--- src/rtl/lpc_pkg.sv ---
package lpc_pkg;
  typedef enum logic [2:0] {
    ST_RUN     = 3'd0,
    ST_IDLE    = 3'd1,
    ST_STBY    = 3'd2,
    ST_WAKE    = 3'd3,
    ST_BUSHOLD = 3'd4
  } lpc_state_e;

  // bit 7 first: packed struct order matches the byte
  typedef struct packed {
    logic div1;        // 7
    logic stby_sel;    // 6
    logic bus_in_stby; // 5
    logic lo_clk;      // 4
    logic idle_sel;    // 3
    logic lo_sio;      // 2
    logic lo_cpu;      // 1
    logic lo_bus;      // 0
  } lpc_cfg_t;
endpackage

--- src/rtl/lpc_cfg_reg.sv ---
module lpc_cfg_reg
  import lpc_pkg::*;
(
  input  logic       clk,
  input  logic       rst_n,
  input  logic       wr_en,
  input  logic [7:0] wr_data,
  output lpc_cfg_t   cfg_q
);
  always_ff @(posedge clk or negedge rst_n) begin
    if (!rst_n)     cfg_q <= '0;
    else if (wr_en) cfg_q <= lpc_cfg_t'(wr_data);
  end
endmodule

--- src/rtl/lpc_stab_timer.sv ---
module lpc_stab_timer #(
  parameter int SLOW_WAIT  = 131072,
  parameter int QUICK_WAIT = 64
) (
  input  logic clk,
  input  logic rst_n,
  input  logic run,
  input  logic quick,
  output logic done
);
  localparam int CW = $clog2(SLOW_WAIT + 1);
  localparam logic [CW-1:0] SLOW_LAST  = CW'(SLOW_WAIT - 1);
  localparam logic [CW-1:0] QUICK_LAST = CW'(QUICK_WAIT - 1);

  logic [CW-1:0] cnt_q;
  logic [CW-1:0] last;

  assign last = quick ? QUICK_LAST : SLOW_LAST;
  assign done = run && (cnt_q == last);

  always_ff @(posedge clk or negedge rst_n) begin
    if (!rst_n)             cnt_q <= '0;
    else if (!run || done)  cnt_q <= '0;
    else                    cnt_q <= cnt_q + 1'b1;
  end
endmodule

--- src/rtl/lpc_mode_fsm.sv ---
module lpc_mode_fsm
  import lpc_pkg::*;
(
  input  logic       clk,
  input  logic       rst_n,
  input  lpc_cfg_t   cfg,
  input  logic       sleep_fetched,
  input  logic       io_stop,
  input  logic       irq_req,
  input  logic       bus_req,
  input  logic       timer_done,
  output lpc_state_e state_q,
  output logic       quick_q,
  output logic       timer_run
);
  lpc_state_e state_d;
  logic       quick_d;
  logic       wake_irq_q, wake_irq_d;
  logic [1:0] mode;

  assign mode      = {cfg.stby_sel, cfg.idle_sel};
  assign timer_run = (state_q == ST_WAKE);

  always_comb begin
    state_d    = state_q;
    quick_d    = quick_q;
    wake_irq_d = wake_irq_q;
    unique case (state_q)
      ST_RUN: begin
        if (sleep_fetched && io_stop) begin
          unique case (mode)
            2'b01:        state_d = ST_IDLE;
            2'b10, 2'b11: begin
              state_d = ST_STBY;
              quick_d = mode[0];
            end
            default:      state_d = ST_RUN;
          endcase
        end
      end
      ST_IDLE:
        if (irq_req) state_d = ST_RUN;
      ST_STBY: begin
        if (irq_req) begin
          state_d    = ST_WAKE;
          wake_irq_d = 1'b1;
        end else if (cfg.bus_in_stby && bus_req) begin
          state_d    = ST_WAKE;
          wake_irq_d = 1'b0;
        end
      end
      ST_WAKE: begin
        if (irq_req) wake_irq_d = 1'b1;
        if (timer_done)
          state_d = (wake_irq_q || irq_req) ? ST_RUN : ST_BUSHOLD;
      end
      ST_BUSHOLD: begin
        if (irq_req)      state_d = ST_RUN;
        else if (!bus_req) state_d = ST_STBY;
      end
      default: state_d = ST_RUN;
    endcase
  end

  always_ff @(posedge clk or negedge rst_n) begin
    if (!rst_n) begin
      state_q    <= ST_RUN;
      quick_q    <= 1'b0;
      wake_irq_q <= 1'b0;
    end else begin
      state_q    <= state_d;
      quick_q    <= quick_d;
      wake_irq_q <= wake_irq_d;
    end
  end
endmodule

--- src/rtl/lpc_clk_gate.sv ---
module lpc_clk_gate
  import lpc_pkg::*;
(
  input  logic       clk,
  input  logic       rst_n,
  input  lpc_state_e state,
  input  logic       div1,
  output logic       osc_en,
  output logic       core_clk_en,
  output logic       clkout_en
);
  logic phase_q;
  logic running;

  always_ff @(posedge clk or negedge rst_n) begin
    if (!rst_n) phase_q <= 1'b0;
    else        phase_q <= ~phase_q;
  end

  assign running     = (state == ST_RUN);
  assign osc_en      = (state != ST_STBY);
  assign core_clk_en = running && (div1 || phase_q);
  assign clkout_en   = running && (div1 || phase_q);
endmodule

--- src/rtl/lp_clock_ctrl.sv ---
module lp_clock_ctrl
  import lpc_pkg::*;
#(
  parameter int SLOW_WAIT  = 131072,
  parameter int QUICK_WAIT = 64
) (
  input  logic       clk,
  input  logic       rst_n,
  input  logic       cfg_wr_en,
  input  logic [7:0] cfg_wr_data,
  input  logic       sleep_fetched,
  input  logic       io_stop,
  input  logic       irq_req,
  input  logic       bus_req,
  output logic       osc_en,
  output logic       core_clk_en,
  output logic       clkout_en,
  output logic       bus_ack_ok,
  output logic       div_by_one,
  output logic       lodrv_clk,
  output logic       lodrv_sio,
  output logic       lodrv_cpu,
  output logic       lodrv_bus
);
  lpc_cfg_t   cfg_q;
  lpc_state_e state_q;
  logic       quick_q, timer_run, timer_done;

  lpc_cfg_reg u_cfg (
    .clk(clk), .rst_n(rst_n), .wr_en(cfg_wr_en), .wr_data(cfg_wr_data), .cfg_q(cfg_q)
  );

  lpc_stab_timer #(.SLOW_WAIT(SLOW_WAIT), .QUICK_WAIT(QUICK_WAIT)) u_timer (
    .clk(clk), .rst_n(rst_n), .run(timer_run), .quick(quick_q), .done(timer_done)
  );

  lpc_mode_fsm u_fsm (
    .clk(clk), .rst_n(rst_n), .cfg(cfg_q), .sleep_fetched(sleep_fetched),
    .io_stop(io_stop), .irq_req(irq_req), .bus_req(bus_req),
    .timer_done(timer_done), .state_q(state_q), .quick_q(quick_q),
    .timer_run(timer_run)
  );

  lpc_clk_gate u_gate (
    .clk(clk), .rst_n(rst_n), .state(state_q), .div1(cfg_q.div1),
    .osc_en(osc_en), .core_clk_en(core_clk_en), .clkout_en(clkout_en)
  );

  assign bus_ack_ok = bus_req && ((state_q == ST_RUN) || (state_q == ST_IDLE) ||
                                  (state_q == ST_BUSHOLD));
  assign div_by_one = cfg_q.div1;
  assign lodrv_clk  = cfg_q.lo_clk;
  assign lodrv_sio  = cfg_q.lo_sio;
  assign lodrv_cpu  = cfg_q.lo_cpu;
  assign lodrv_bus  = cfg_q.lo_bus;
endmodule

--- config.mk ---
export PLATFORM = sky130hd
export DESIGN_NAME = lp_clock_ctrl
export DESIGN_NICKNAME = d
export VERILOG_FILES = /design/src/rtl/lpc_pkg.sv /design/src/rtl/lpc_cfg_reg.sv /design/src/rtl/lpc_stab_timer.sv /design/src/rtl/lpc_mode_fsm.sv /design/src/rtl/lpc_clk_gate.sv /design/src/rtl/lp_clock_ctrl.sv
export SDC_FILE = /design/constraint.sdc
export NUM_CORES = 1
export LEC_CHECK = 0
export BUFFER_PORTS_ARGS = -buffer_cell sky130_fd_sc_hd__buf_2
export CAP_MARGIN = 5
export CORE_UTILIZATION = 30
export DETAILED_ROUTE_END_ITERATION = 8
export HOLD_SLACK_MARGIN = 0.1
export PLACE_DENSITY = 0.48
export SLEW_MARGIN = 15
export SYNTH_ARGS = -nofsm -noshare
export SYNTH_HDL_FRONTEND = slang
export SYNTH_SLANG_ARGS = --single-unit
--- constraint.sdc ---
create_clock -name clk -period 2.15 [get_ports clk]
set_clock_uncertainty 0.1 [all_clocks]
set_input_delay 0.1075 -clock clk [delete_from_list [all_inputs] [get_ports clk]]
set_output_delay 0.1075 -clock clk [all_outputs]
set_load 0.02 [all_outputs]
==> impl_metrics.py <==
metrics = {
    "clocking": {
        "cts_max_level": 2,
        "clkTransAtPathRegs_ns": 0.06,
        "cts_tree": "built",
        "cts_sinks": 32,
        "clockRootBuffer": "clkbuf_8",
        "cts_buffers": 5,
        "insertion_delay_ns": 0.28,
        "postCtsSetupBuffers": 0,
        "cts_max_path_buffers": 2,
    },
    "global_route": {
        "grt_pass1_vias": 1231,
        "antenna_found_initial": 0,
        "grt.total_usage_pct": 13.5,
        "grt_pass1_wl_um": 5510,
        "grt_overflow": 0,
        "grt_max_degree": 33,
    },
    "pwr": {
        "ir_drop_mv": 0.434,
        "p_leak_uw": 0.000832,
        "p_total_uw": 1740,
        "powerDensity_nw_per_um2": 886,
    },
    "synthesis": {
        "async_reset_ff_share_pct": 100,
        "syn_inst": 149,
        "yosys-top-cells-count": "dfrtp_1, nor2_1, xnor2_1, mux2_2, nand2_1",
        "synth_area_leaders": "dfrtp_1, mux2_2, nor2_1",
        "yosysSeqAreaShare_pct": 51.3,
        "yosys_register_bits": 32,
        "synth_largest_area_cell": "dfrtp_1",
        "synth_nets": 165,
        "syn_area_um2": 1560,
        "yosysTopAreaCellShare_pct": 51.3,
        "yosysWarnings": 0,
        "synth_most_common_cell": "dfrtp_1",
        "ys_types": 36,
        "synth_ff_type": "dfrtp_1",
        "synth_edf_count": 0,
        "syn_area_per_cell_um2": 10.5,
    },
    "die": {
        "dieArea_um2": 5500,
        "io_pins": 24,
        "coreArea_um2": 4880,
        "chipWidth_um": 74.1,
        "num_rows": 25,
        "initial_core_util_pct": 32.0,
        "die-height_um": 74.1,
    },
    "drt": {
        "drc": 0,
        "wire_per_inst_um": 12.0,
        "ant_nets": 0,
        "wirelength_um": 3080,
        "drt-pass1-iter-count": 4,
        "drt_iter0_drc": 48,
        "viasPerCell": 4.65,
        "vias": 1191,
    },
    "place": {
        "dp_hpwl_um": 2150,
        "dp_cells": 238,
        "gp_congestion": 0.745,
        "port_buffers": 23,
    },
    "final_layout": {
        "nFillCells": 504,
        "final_util_pct": 40.3,
        "stdcell_count": 256,
        "n_antenna_cell": 0,
        "drive_above_1_share_pct": 24.9,
        "synthToLayoutAreaGrowth_pct": 25.8,
        "layout.nets": 205,
    },
    "timing": {
        "hold_violations": 0,
        "tightest_slew_ns": 0.711,
        "setup_viol": 0,
        "max_slew_margin_pct": 52.6,
        "fin_crit_ns": 2.10,
        "fmax_mhz": 475,
        "slew_violations": 0,
        "finalCritPeriodShare_pct": 97.9,
        "rsz0062_at_grt": "true",
        "fin_setup_tns_ns": 0,
    },
    "setup_path": {
        "critPathLaunchType": "register",
        "crit_family": "compound AO/OA/AOI/OAI gates",
        "cp.required_ns": 2.21,
        "critPathArrivalTime_ns": 2.17,
        "worst_path_max_delay_cell": "or4b_1",
        "path_cells": "or4b_1, a2111o_1, nand3_2, o211a_1, mux2_4",
        "path_max_fanout": 2,
        "path_class": "reg2reg",
        "path_buf_inv": 0,
        "max_stage_delay_ns": 0.51,
        "cp-end-kind": "register",
    },
    "worst_hold_path": {
        "hp-class": "in2reg",
    },
    "outcome": {
        "outcome": "finished clean",
    },
    "flow_run": {
        "maxCapViolCount": 0,
    },
}
-- metrics by stage --
stage	hold WS (ns)	area (µm²)	worst slack [ns]
after detailed placement	0.119	1770	0.0650
after CTS	0.108	1950	0.0525
after global routing	0.111	1960	-0.0389
after global placement	0.107	1770	0.0960
final	0.116	1960	0.0457
after floorplan	-0.288	1560	0.0805
-- flip-flops by register name, summed over array words and instances, names as in the netlist --
signal	cells
u_cfg.cfg_q	8
u_fsm.quick_q	1
u_fsm.state_q	3
u_fsm.wake_irq_q	1
u_gate.phase_q	1
u_timer.cnt_q	18
-- cell type report --
type | count | area [µm²] | area share, %
timing repair buffer | 39 | 275 | 14.0
clock buffer | 6 | 72.6 | 3.69
tap | 67 | 83.8 | 4.27
inverter | 2 | 7.51 | 0.382
clock inverter | 1 | 5.00 | 0.255
multi-input combinational | 109 | 719 | 36.6
sequential | 32 | 801 | 40.8
-- layer usage --
metal / GRT usage, % / vias to the layer above / wire length [µm]
met5: 0 / - / 0
met4: 5.77 / 0 / 31
met3: 3.66 / 4 / 117
met2: 20.8 / 25 / 1440
met1: 17.9 / 566 / 1490
li1: - / 596 / -
-- logic make-up after synthesis --
family / Yosys count / share of synthesized area (%)
AND/OR/NAND/NOR: 67 / 21.0
flip-flops: 32 / 51.3
XOR/XNOR: 16 / 8.97
AO/OA/AOI/OAI: 14 / 6.73
multiplexers: 11 / 7.85
buffers and inverters: 8 / 3.37
adder cells (fa/ha/maj): 1 / 0.801
-- timing repair --
action / in CTS / in global routing
gates resized for setup: 0 / 3
hold endpoints to repair: 41 / 0
hold buffers: 11 / 0
setup endpoints to repair: 0 / 4
-- final timing paths --
| path | cells past startpoint | start | slack (ns) | to |
|---|---|---|---|---|
| setup / recovery | 5 | u_timer.cnt_q[6] | 0.05 | u_fsm.state_q[1] |
| hold / removal | 3 | io_stop | 0.12 | u_fsm.quick_q |
| setup reg to reg | 5 | u_timer.cnt_q[6] | 0.05 | u_fsm.state_q[1] |
| hold reg to reg | 1 | u_gate.phase_q | 0.32 | u_gate.phase_q |
| max in group asynchronous | 2 | rst_n | 1.17 | u_timer.cnt_q[4] |
| min in group asynchronous | 2 | rst_n | 0.31 | u_timer.cnt_q[10] |
-- tightest hold or removal path, stage by stage --
cell     delay [ns]
buf_2          0.11
nand4_1        0.09
mux2_2         0.15
-- placed cells by master (no fill, tap or decap), types with 2 or more instances in the layout --
master | Yosys | routed
clkbuf_8 | 0 | 5
buf_2 | 0 | 23
o21ai_0 | 2 | 2
buf_4 | 1 | 4
inv_1 | 2 | 2
mux2_2 | 10 | 9
nor3_1 | 3 | 3
nor2b_1 | 3 | 3
dlygate4sd3_1 | 0 | 11
nand2b_1 | 2 | 2
or3_1 | 2 | 2
xnor2_1 | 11 | 11
nand2_1 | 8 | 8
dfrtp_1 | 32 | 32
nor4_1 | 4 | 4
nand4b_1 | 2 | 2
nand3_1 | 7 | 6
nor2_1 | 28 | 27
xor2_1 | 5 | 5
o21a_1 | 2 | 2
nand4_1 | 5 | 5
-- power breakdown --
group | switching (µW) | internal [µW]
Clock | 205 | 220
Sequential | 77.9 | 669
Combinational | 288 | 280
Total | 571 | 1170
Note: power is estimated with default switching activity, not from simulation.
